==> src/rtl/sxr_pkg.sv <==
package sxr_pkg;
  // one-cycle strobes marking serial clock transitions in the system domain
  typedef struct packed {
    logic fall;
    logic rise;
  } sck_evt_t;
endpackage

==> src/rtl/sxr_clkgen.sv <==
module sxr_clkgen
  import sxr_pkg::*;
#(
  parameter int DIV_W = 8
) (
  input  logic             clk,
  input  logic             rst,
  input  logic             ext_mode,
  input  logic [DIV_W-1:0] div,
  input  logic             run,
  input  logic             sck_in,
  input  logic             sd_in,
  output logic             sck_out,
  output logic             sd_sample,
  output sck_evt_t         evt
);
  logic [DIV_W-1:0] cnt;
  logic             active;
  logic             sck_q;
  logic [2:0]       sck_sync;
  logic [1:0]       sd_sync;
  logic             terminal;

  assign terminal = (cnt == div);

  always_ff @(posedge clk) begin
    if (rst) begin
      cnt      <= '0;
      active   <= 1'b0;
      sck_q    <= 1'b1;
      sck_sync <= 3'b111;
      sd_sync  <= 2'b11;
    end else begin
      sck_sync <= {sck_sync[1:0], sck_in};
      sd_sync  <= {sd_sync[0], sd_in};
      if (ext_mode) begin
        active <= 1'b0;
        sck_q  <= 1'b1;
        cnt    <= '0;
      end else if (!active) begin
        if (run) begin
          active <= 1'b1;
          sck_q  <= 1'b0;
          cnt    <= '0;
        end
      end else if (terminal) begin
        cnt <= '0;
        if (!sck_q)   sck_q  <= 1'b1;
        else if (run) sck_q  <= 1'b0;
        else          active <= 1'b0;
      end else begin
        cnt <= cnt + 1'b1;
      end
    end
  end

  always_comb begin
    if (ext_mode) begin
      evt.fall = sck_sync[2] & ~sck_sync[1];
      evt.rise = ~sck_sync[2] & sck_sync[1];
    end else begin
      evt.fall = (~active & run) | (active & terminal & sck_q & run);
      evt.rise = active & terminal & ~sck_q;
    end
  end

  // in external mode data is delayed like the clock so the two stay aligned
  assign sd_sample = ext_mode ? sd_sync[1] : sd_in;
  assign sck_out   = sck_q;
endmodule

==> src/rtl/sxr_tx.sv <==
module sxr_tx #(
  parameter int CHAR_W = 8
) (
  input  logic              clk,
  input  logic              rst,
  input  logic              wr,
  input  logic [CHAR_W-1:0] wdata,
  input  logic              fall,
  input  logic              rise,
  output logic              sd,
  output logic              busy,
  output logic              hold_full
);
  localparam int CNT_W = $clog2(CHAR_W + 1);
  localparam logic [CNT_W-1:0] LAST = CNT_W'(CHAR_W);

  logic [CHAR_W-1:0] hold_q;
  logic [CHAR_W-1:0] shift_q;
  logic [CNT_W-1:0]  bits_q;

  always_ff @(posedge clk) begin
    if (rst) begin
      hold_q    <= '0;
      shift_q   <= '0;
      bits_q    <= '0;
      hold_full <= 1'b0;
      busy      <= 1'b0;
      sd        <= 1'b1;
    end else begin
      if (wr && !hold_full) begin
        hold_q    <= wdata;
        hold_full <= 1'b1;
      end
      if (!busy) begin
        if (hold_full) begin
          shift_q   <= hold_q;
          hold_full <= 1'b0;
          busy      <= 1'b1;
          bits_q    <= '0;
        end
      end else begin
        if (fall && bits_q != LAST) begin
          sd      <= shift_q[0];
          shift_q <= shift_q >> 1;
          bits_q  <= bits_q + 1'b1;
        end
        if (rise && bits_q == LAST) begin
          if (hold_full) begin
            shift_q   <= hold_q;
            hold_full <= 1'b0;
            bits_q    <= '0;
          end else begin
            busy <= 1'b0;
          end
        end
      end
    end
  end
endmodule

==> src/rtl/sxr_rx.sv <==
module sxr_rx #(
  parameter int CHAR_W = 8
) (
  input  logic              clk,
  input  logic              rst,
  input  logic              rise,
  input  logic              sd,
  input  logic              rd,
  input  logic              ovr_clr,
  output logic [CHAR_W-1:0] data,
  output logic              full,
  output logic              ovr
);
  localparam int CNT_W = $clog2(CHAR_W + 1);
  localparam logic [CNT_W-1:0] LAST = CNT_W'(CHAR_W - 1);

  logic [CHAR_W-1:0] shift_q;
  logic [CNT_W-1:0]  bits_q;
  logic [CHAR_W-1:0] next_shift;

  assign next_shift = {sd, shift_q[CHAR_W-1:1]};

  always_ff @(posedge clk) begin
    if (rst) begin
      shift_q <= '0;
      bits_q  <= '0;
      data    <= '0;
      full    <= 1'b0;
      ovr     <= 1'b0;
    end else begin
      if (rd)      full <= 1'b0;
      if (ovr_clr) ovr  <= 1'b0;
      if (rise) begin
        shift_q <= next_shift;
        if (bits_q == LAST) begin
          bits_q <= '0;
          if (full && !rd) begin
            ovr <= 1'b1;
          end else begin
            data <= next_shift;
            full <= 1'b1;
          end
        end else begin
          bits_q <= bits_q + 1'b1;
        end
      end
    end
  end
endmodule

==> src/rtl/sync_serial_xcvr.sv <==
module sync_serial_xcvr
  import sxr_pkg::*;
#(
  parameter int DIV_W  = 8,
  parameter int CHAR_W = 8
) (
  input  logic              clk,
  input  logic              rst,
  input  logic              cfg_ext_clk,
  input  logic [DIV_W-1:0]  cfg_div,
  input  logic              tx_wr,
  input  logic [CHAR_W-1:0] tx_wdata,
  input  logic              rx_rd,
  input  logic              ovr_clr,
  output logic [CHAR_W-1:0] rx_rdata,
  output logic              st_tx_empty,
  output logic              st_tx_end,
  output logic              st_rx_full,
  output logic              st_overrun,
  input  logic              sck_i,
  output logic              sck_o,
  output logic              sck_oe,
  input  logic              sd_i,
  output logic              sd_o
);
  sck_evt_t evt;
  logic     tx_busy;
  logic     tx_hold_full;
  logic     sd_sample;
  logic     oe_q;

  sxr_clkgen #(.DIV_W(DIV_W)) i_clkgen (
    .clk      (clk),
    .rst      (rst),
    .ext_mode (cfg_ext_clk),
    .div      (cfg_div),
    .run      (tx_busy),
    .sck_in   (sck_i),
    .sd_in    (sd_i),
    .sck_out  (sck_o),
    .sd_sample(sd_sample),
    .evt      (evt)
  );

  sxr_tx #(.CHAR_W(CHAR_W)) i_tx (
    .clk      (clk),
    .rst      (rst),
    .wr       (tx_wr),
    .wdata    (tx_wdata),
    .fall     (evt.fall),
    .rise     (evt.rise),
    .sd       (sd_o),
    .busy     (tx_busy),
    .hold_full(tx_hold_full)
  );

  sxr_rx #(.CHAR_W(CHAR_W)) i_rx (
    .clk    (clk),
    .rst    (rst),
    .rise   (evt.rise),
    .sd     (sd_sample),
    .rd     (rx_rd),
    .ovr_clr(ovr_clr),
    .data   (rx_rdata),
    .full   (st_rx_full),
    .ovr    (st_overrun)
  );

  always_ff @(posedge clk) begin
    if (rst) oe_q <= 1'b1;
    else     oe_q <= ~cfg_ext_clk;
  end

  assign sck_oe      = oe_q;
  assign st_tx_empty = ~tx_hold_full;
  assign st_tx_end   = ~tx_busy & ~tx_hold_full;
endmodule

==> config.mk <==
export PLATFORM = sky130hd
export DESIGN_NAME = sync_serial_xcvr
export DESIGN_NICKNAME = d
export VERILOG_FILES = /design/src/rtl/sxr_pkg.sv /design/src/rtl/sxr_clkgen.sv /design/src/rtl/sxr_tx.sv /design/src/rtl/sxr_rx.sv /design/src/rtl/sync_serial_xcvr.sv
export SDC_FILE = /design/constraint.sdc
export NUM_CORES = 1
export LEC_CHECK = 0
export BUFFER_PORTS_ARGS = -buffer_cell sky130_fd_sc_hd__clkbuf_2
export CAP_MARGIN = 20
export CORE_MARGIN = 2
export CORE_UTILIZATION = 55
export CTS_BUF_LIST = sky130_fd_sc_hd__clkbuf_4
export DETAILED_ROUTE_END_ITERATION = 16
export PLACE_DENSITY = 0.77
export RECOVER_POWER = 50
export SETUP_SLACK_MARGIN = 0.02
export SYNTH_ARGS = -nofsm -noshare
export SYNTH_HDL_FRONTEND = slang
export SYNTH_HIERARCHICAL = 1
export SYNTH_SLANG_ARGS = --single-unit
==> constraint.sdc <==
create_clock -name clk -period 6.1 [get_ports clk]
set_clock_uncertainty 0.2 [all_clocks]
set_input_delay 0.61 -clock clk [delete_from_list [all_inputs] [get_ports clk]]
set_output_delay 0.61 -clock clk [all_outputs]
set_load 0.01 [all_outputs]
# Yosys cells after proc, flatten, opt, wreduce, memory -nomap -nowiden
# Cells that the tools add are included.
[op_classes]
add_sub_neg = 3
multipliers = 0
div_mod_pow = 0
order_cmp = 0
eq_ne = 5
shifts = 0
mux = 40
n_bitwise = 17
n_reduce_logical = 12
[ops]
columns = ["op", "n"]
rows = [
  ["$mux 8", 8],
  ["$mux 1", 25],
  ["$mux 4", 6],
  ["$add 4x1->4 const B", 2],
  ["$add 8x1->8 const B", 1],
  ["$and 1x1->1", 8],
  ["$eq 8x8->1", 1],
  ["$not 1->1", 8],
  ["$eq 4x3->1 const B", 1],
  ["$eq 4x4->1 const B", 1],
  ["$logic_and 1x1->1", 4],
  ["$ne 4x4->1 const B", 1],
  ["$reduce_and 2->1", 2],
  ["$reduce_bool 2->1", 2],
  ["$reduce_and 3->1", 1],
  ["$logic_not 1->1", 2],
  ["$mux 2", 1],
  ["$ne 2x2->1 const B", 1],
  ["$reduce_or 2->1", 1],
  ["$or 1x1->1", 1],
]
[word_totals]
ff_bits = 61
latch_bits = 0
mem_bits_rw = 0
rom_bits = 0
in_bits = 24
output_inout_bits = 15
mem_count = 0

# Longest topological paths before layout
[logic_depth]
depth_word = 11
ltp_mapped = 9

# Hierarchy
# Netlist, hierarchy kept.
[by_module_without_submodules]
columns = ["mod", "instances", "cells_each", "area_per_inst_um2", "seq_area_each_um2"]
rows = [
  ["sxr_tx", 1, 122, 1064.8, 460.4],
  ["sxr_rx", 1, 84, 792.0, 420.4],
  ["sxr_clkgen", 1, 84, 744.5, 300.3],
  ["sync_serial_xcvr", 1, 4, 33.8, 20.0],
]

# Least setup slack after synthesis
# Ideal clock, no wire load.
[synth_timing]
kind = "input-to-reg"
start = "in cfg_div[4]"
end = "reg i_tx.shift_q[0]"
setup_ns = 0.086
arrival_time_ns = 2.376
path_slack_ns = 3.438
path_stages = 9
n_path_buf = 0
cell_sequence = "xnor2_1 > nand4_1 > nor2_1 > nand3b_1 > o21ai_0 > nand4b_4 > a21oi_4 > nor2_4 > a221oi_2"
[synth_rtl]
columns = ["element", "line_no", "source"]
rows = [
  ["start: declaration", "sync_serial_xcvr.sv:10", "input logic [DIV_W-1:0] cfg_div,"],
  ["end signal: assignment", "sxr_tx.sv:36", "shift_q <= hold_q;"],
  ["end signal: assignment", "sxr_tx.sv:44", "shift_q <= shift_q >> 1;"],
  ["end signal: assignment", "sxr_tx.sv:49", "shift_q <= hold_q;"],
  ["end: declaration", "sxr_tx.sv:18", "logic [CHAR_W-1:0] shift_q;"],
]

# Final worst setup path
[layout_timing]
start = "in rst"
end = "reg i_clkgen.cnt[7]"
[layout_via]
elab_chain_len = 1
[layout_lines]
columns = ["element", "line_no", "source"]
rows = [
  ["start: declaration", "sync_serial_xcvr.sv:8", "input logic rst,"],
  ["$reduce_or 2->1 (no line)", "-", ""],
  ["end signal: assignment", "sxr_clkgen.sv:52", "cnt <= cnt + 1'b1;"],
  ["end: declaration", "sxr_clkgen.sv:17", "logic [DIV_W-1:0] cnt;"],
]
# Every way passes these cells.
# A chain may end at the register's enable or synchronous reset.

==> impl_metrics.yaml <==
outcome:
  status: "complete, but fails checks"
  violations: "capacitance limit, slew limit"
grt:
  grt_pass1_vias: 1811
  antenna_found_initial: 0
  grt_first_pass_wirelength_mm: 8.01
  grt_max_degree: 53
  track_usage_pct: 19.5
  gr-total-overflow: 0
critical_path:
  critPathBufInv: 2
  r2r_cells: 8
  cp_num_cells: 7
  crit_chain: "clkbuf_2 -> clkbuf_1 -> nor2_1 -> nand2_1 -> o21bai_1 -> nor2_1 -> a211o_1"
  crit_slowest_cell: "clkbuf_1"
  critPathTopFamily: "buffers and inverters"
  cp-end-kind: "flop"
  max_stage_delay_ns: 1.63
  cp_data_arrival_time_ns: 3.56
  cp.required_ns: 6.21
  crit_top_cell: "nor2_1"
  cp_max_fo: 52
  worstSetupPathType: "input port to flop"
  setup.worst_path.start_class: "input port"
clock_tree:
  clockBufferDepth: 2
  cts-root-buf: "clkbuf_4"
  tritoncts: "built"
  clock_latency_ns: 0.41
  cts.sinks: 60
  post_cts_resized: 0
  postCtsHoldBufs: 0
  clkTransAtPathRegs_ns: 0.10
  cts_inserted_buffers: 9
  post_cts_buffers: 0
  htreeDepth: 3
timing:
  hold_viol: 0
  relSlewSlack_pct: -53.9
  slew_violations: 53
  post-route-period-util_pct: 56.6
  finalSetupTns_ns: 0
  setup_viol: 0
  fmax_mhz: 290
  rsz0062_at_grt: "no"
  worst_pin_slew_ns: 2.31
  min_period_ns: 3.45
synthesis:
  yosysTopAreaCell: "dfxtp_1"
  yosysMostFrequentCell: "dfxtp_1"
  synth-edff-count: 0
  synthFlopType: "dfxtp_1"
  synth_area_per_cell_um2: 8.96
  synth_common_cells: "dfxtp_1 (60), nand2_1 (46), a21oi_1 (26)"
  yosysSeqAreaShare_pct: 45.6
  synth_cells: 294
  synth-seq-cells: 60
  postSynth.asyncResetShare_pct: 0
  synth.area.top_cells: "dfxtp_1 (46%), nand2_1 (6.6%), a21oi_1 (4.9%), a221oi_2 (4.0%), o21ai_0 (3.6%)"
  synth_cell_types: 49
  synth_top_area_share_pct: 45.6
  syn_nets: 322
  yosysWarnings: 6
  syn_area_um2: 2640
power_and_ir_drop:
  p_sw_share_pct: 23.1
  share_comb_of_total_power_pct: 7.2
  p_leak_nw: 1.05
  p_seq_share_pct: 52.1
  p_clk_share_pct: 40.7
  power_density_nw_per_um2: 265
  cell_internal_pwr_mw: 0.607
  p_sw_mw: 0.182
  peakVddDrop_v: 0.000220
placement:
  placedCellCount: 377
  port_buffers: 38
  dpl.hpwl_mm: 3.30
  gp_congestion: 0.835
floorplan:
  fp-row-count: 25
  initial_core_util_pct: 56.5
  core_um2: 4660
  die_area_um2: 5360
  die_w_um: 73.2
  fp.dieH_um: 73.2
  num_io_pins: 39
detailed_routing:
  drc: 0
  vias: 2141
  drt_iter0_drc: 67
  via_per_inst: 5.45
  dr.pass1.iters: 4
  ant_nets: 0
  wl_per_cell_um: 12.4
  routed_wl_mm: 4.88
final_layout:
  areaGrowthSynthToFinish_pct: 13.2
  drive_gt1_share_pct: 18.9
  nFillCells: 427
  final_nets: 362
  layout.cells.non_filler: 393
  multi_input_area_um2: 1310
  regArea_um2: 1200
  antenna_cells: 0
worst_hold_path:
  hp-class: "input port to flop"
  min_path_cells: 2
job:
  max_cap_violations: 1
sequential cells by signal, summed over array words and instances, names as in the netlist:
name,cells
i_clkgen/sck_sync,3
i_clkgen/sck_out,1
sck_oe,1
i_rx/bits_q,4
i_tx/bits_q,4
i_rx/full,1
i_rx/shift_q,7
i_tx/sd,1
i_clkgen/active,1
i_tx/hold_full,1
i_tx/hold_q,8
i_tx/busy,1
i_tx/shift_q,8
i_clkgen/cnt,8
i_clkgen/sd_sync,2
i_rx/data,8
i_rx/ovr,1
final timing paths:
kind / from / to / slack (ns)
worst max-delay path: rst / i_clkgen/cnt[7] / 2.65
worst min-delay path: sck_i / i_clkgen/sck_sync[0] / 0.17
worst max register to register: i_clkgen/cnt[3] / i_tx/shift_q[6] / 3.24
worst min register to register: i_clkgen/sd_sync[0] / i_clkgen/sd_sync[1] / 0.22
through the flow:
step | utilization [%] | area [um^2] | power [mW] | hold slack, ns | setup slack [ns]
floorplan | - | 2640 | 0.458 | 0.189 | 3.44
global placement | 61.1 | 2850 | 0.476 | 0.192 | 3.17
detailed placement | 61.1 | 2850 | 0.477 | 0.196 | 3.06
CTS | 64.6 | 3010 | 0.799 | 0.147 | 3.32
global route | 64.0 | 2980 | 0.825 | 0.168 | 2.38
finish | 64.0 | 2980 | 0.789 | 0.174 | 2.65
layout by cell type, fill, tap and decap left out, types with 2 or more instances in the layout:
cell type,count
o2111ai_1,2
nand4_1,4
dfxtp_1,60
a221oi_2,7
ha_1,4
nand2_1,46
nor2b_1,3
a21oi_1,26
a211o_1,2
o21ai_0,18
mux2i_1,8
nand3b_1,4
clkbuf_4,12
o211ai_1,2
or3_1,5
nor3_1,2
mux2_2,2
nand2b_1,2
clkbuf_1,15
nor2_1,19
bufinv_16,2
clkbuf_2,24
xnor2_1,9
xor2_1,2
inv_1,14
nand3_1,16
or2_2,6
logic make-up (layout without fill, tap and decap cells):
| group | after synthesis | after routing | synth area share (%) |
|---|---|---|---|
| xor gates and xnor gates | 11 | 11 | 3.66 |
| AOI/OAI and AO/OA | 70 | 70 | 18.9 |
| and+or+nand+nor | 114 | 114 | 21.7 |
| buffers and inverters | 25 | 70 | 4.32 |
| muxes | 10 | 10 | 3.89 |
| DFF | 60 | 60 | 45.6 |
| adders and majority gates | 4 | 4 | 1.90 |
layer usage:
metal / GRT usage, % / vias to the layer above / share of wire, % / wire length [um]
met1: 25.6 / 977 / 49 / 2400
met5: 0 / - / 0 / 0
met3: 4.97 / 8 / 4.0 / 197
met2: 28.5 / 44 / 45 / 2180
met4: 12.3 / 0 / 2.1 / 103
li1: - / 1112 / - / -
power groups by stage:
stage / Clock (mW) / Combinational (mW) / Sequential (mW)
after floorplan: 0 / 0.0415 / 0.417
after global placement: 0 / 0.0564 / 0.419
final: 0.321 / 0.0568 / 0.411
after detailed placement: 0 / 0.0574 / 0.420
after global routing: 0.349 / 0.0632 / 0.413
after CTS: 0.331 / 0.0576 / 0.411
final cells by class:
| cell class | count | share of cell area, % |
|---|---|---|
| clock inverter | 4 | 2.48 |
| sequential | 60 | 40.3 |
| clock buffer | 12 | 3.02 |
| tap | 54 | 2.27 |
| inverter | 14 | 1.76 |
| multi-input combinational | 209 | 44.0 |
| timing repair buffer | 40 | 6.17 |
worst reg2reg max path, stage by stage (launching register included):
cell	delay (ns)
dfxtp_1	0.44
xnor2_1	0.15
nand4_1	0.15
nor2_1	0.23
a21boi_0	0.15
o32ai_1	0.41
nand3_1	0.43
o21ai_0	0.38
a221oi_2	0.09
(Power assumes the default switching activity.)
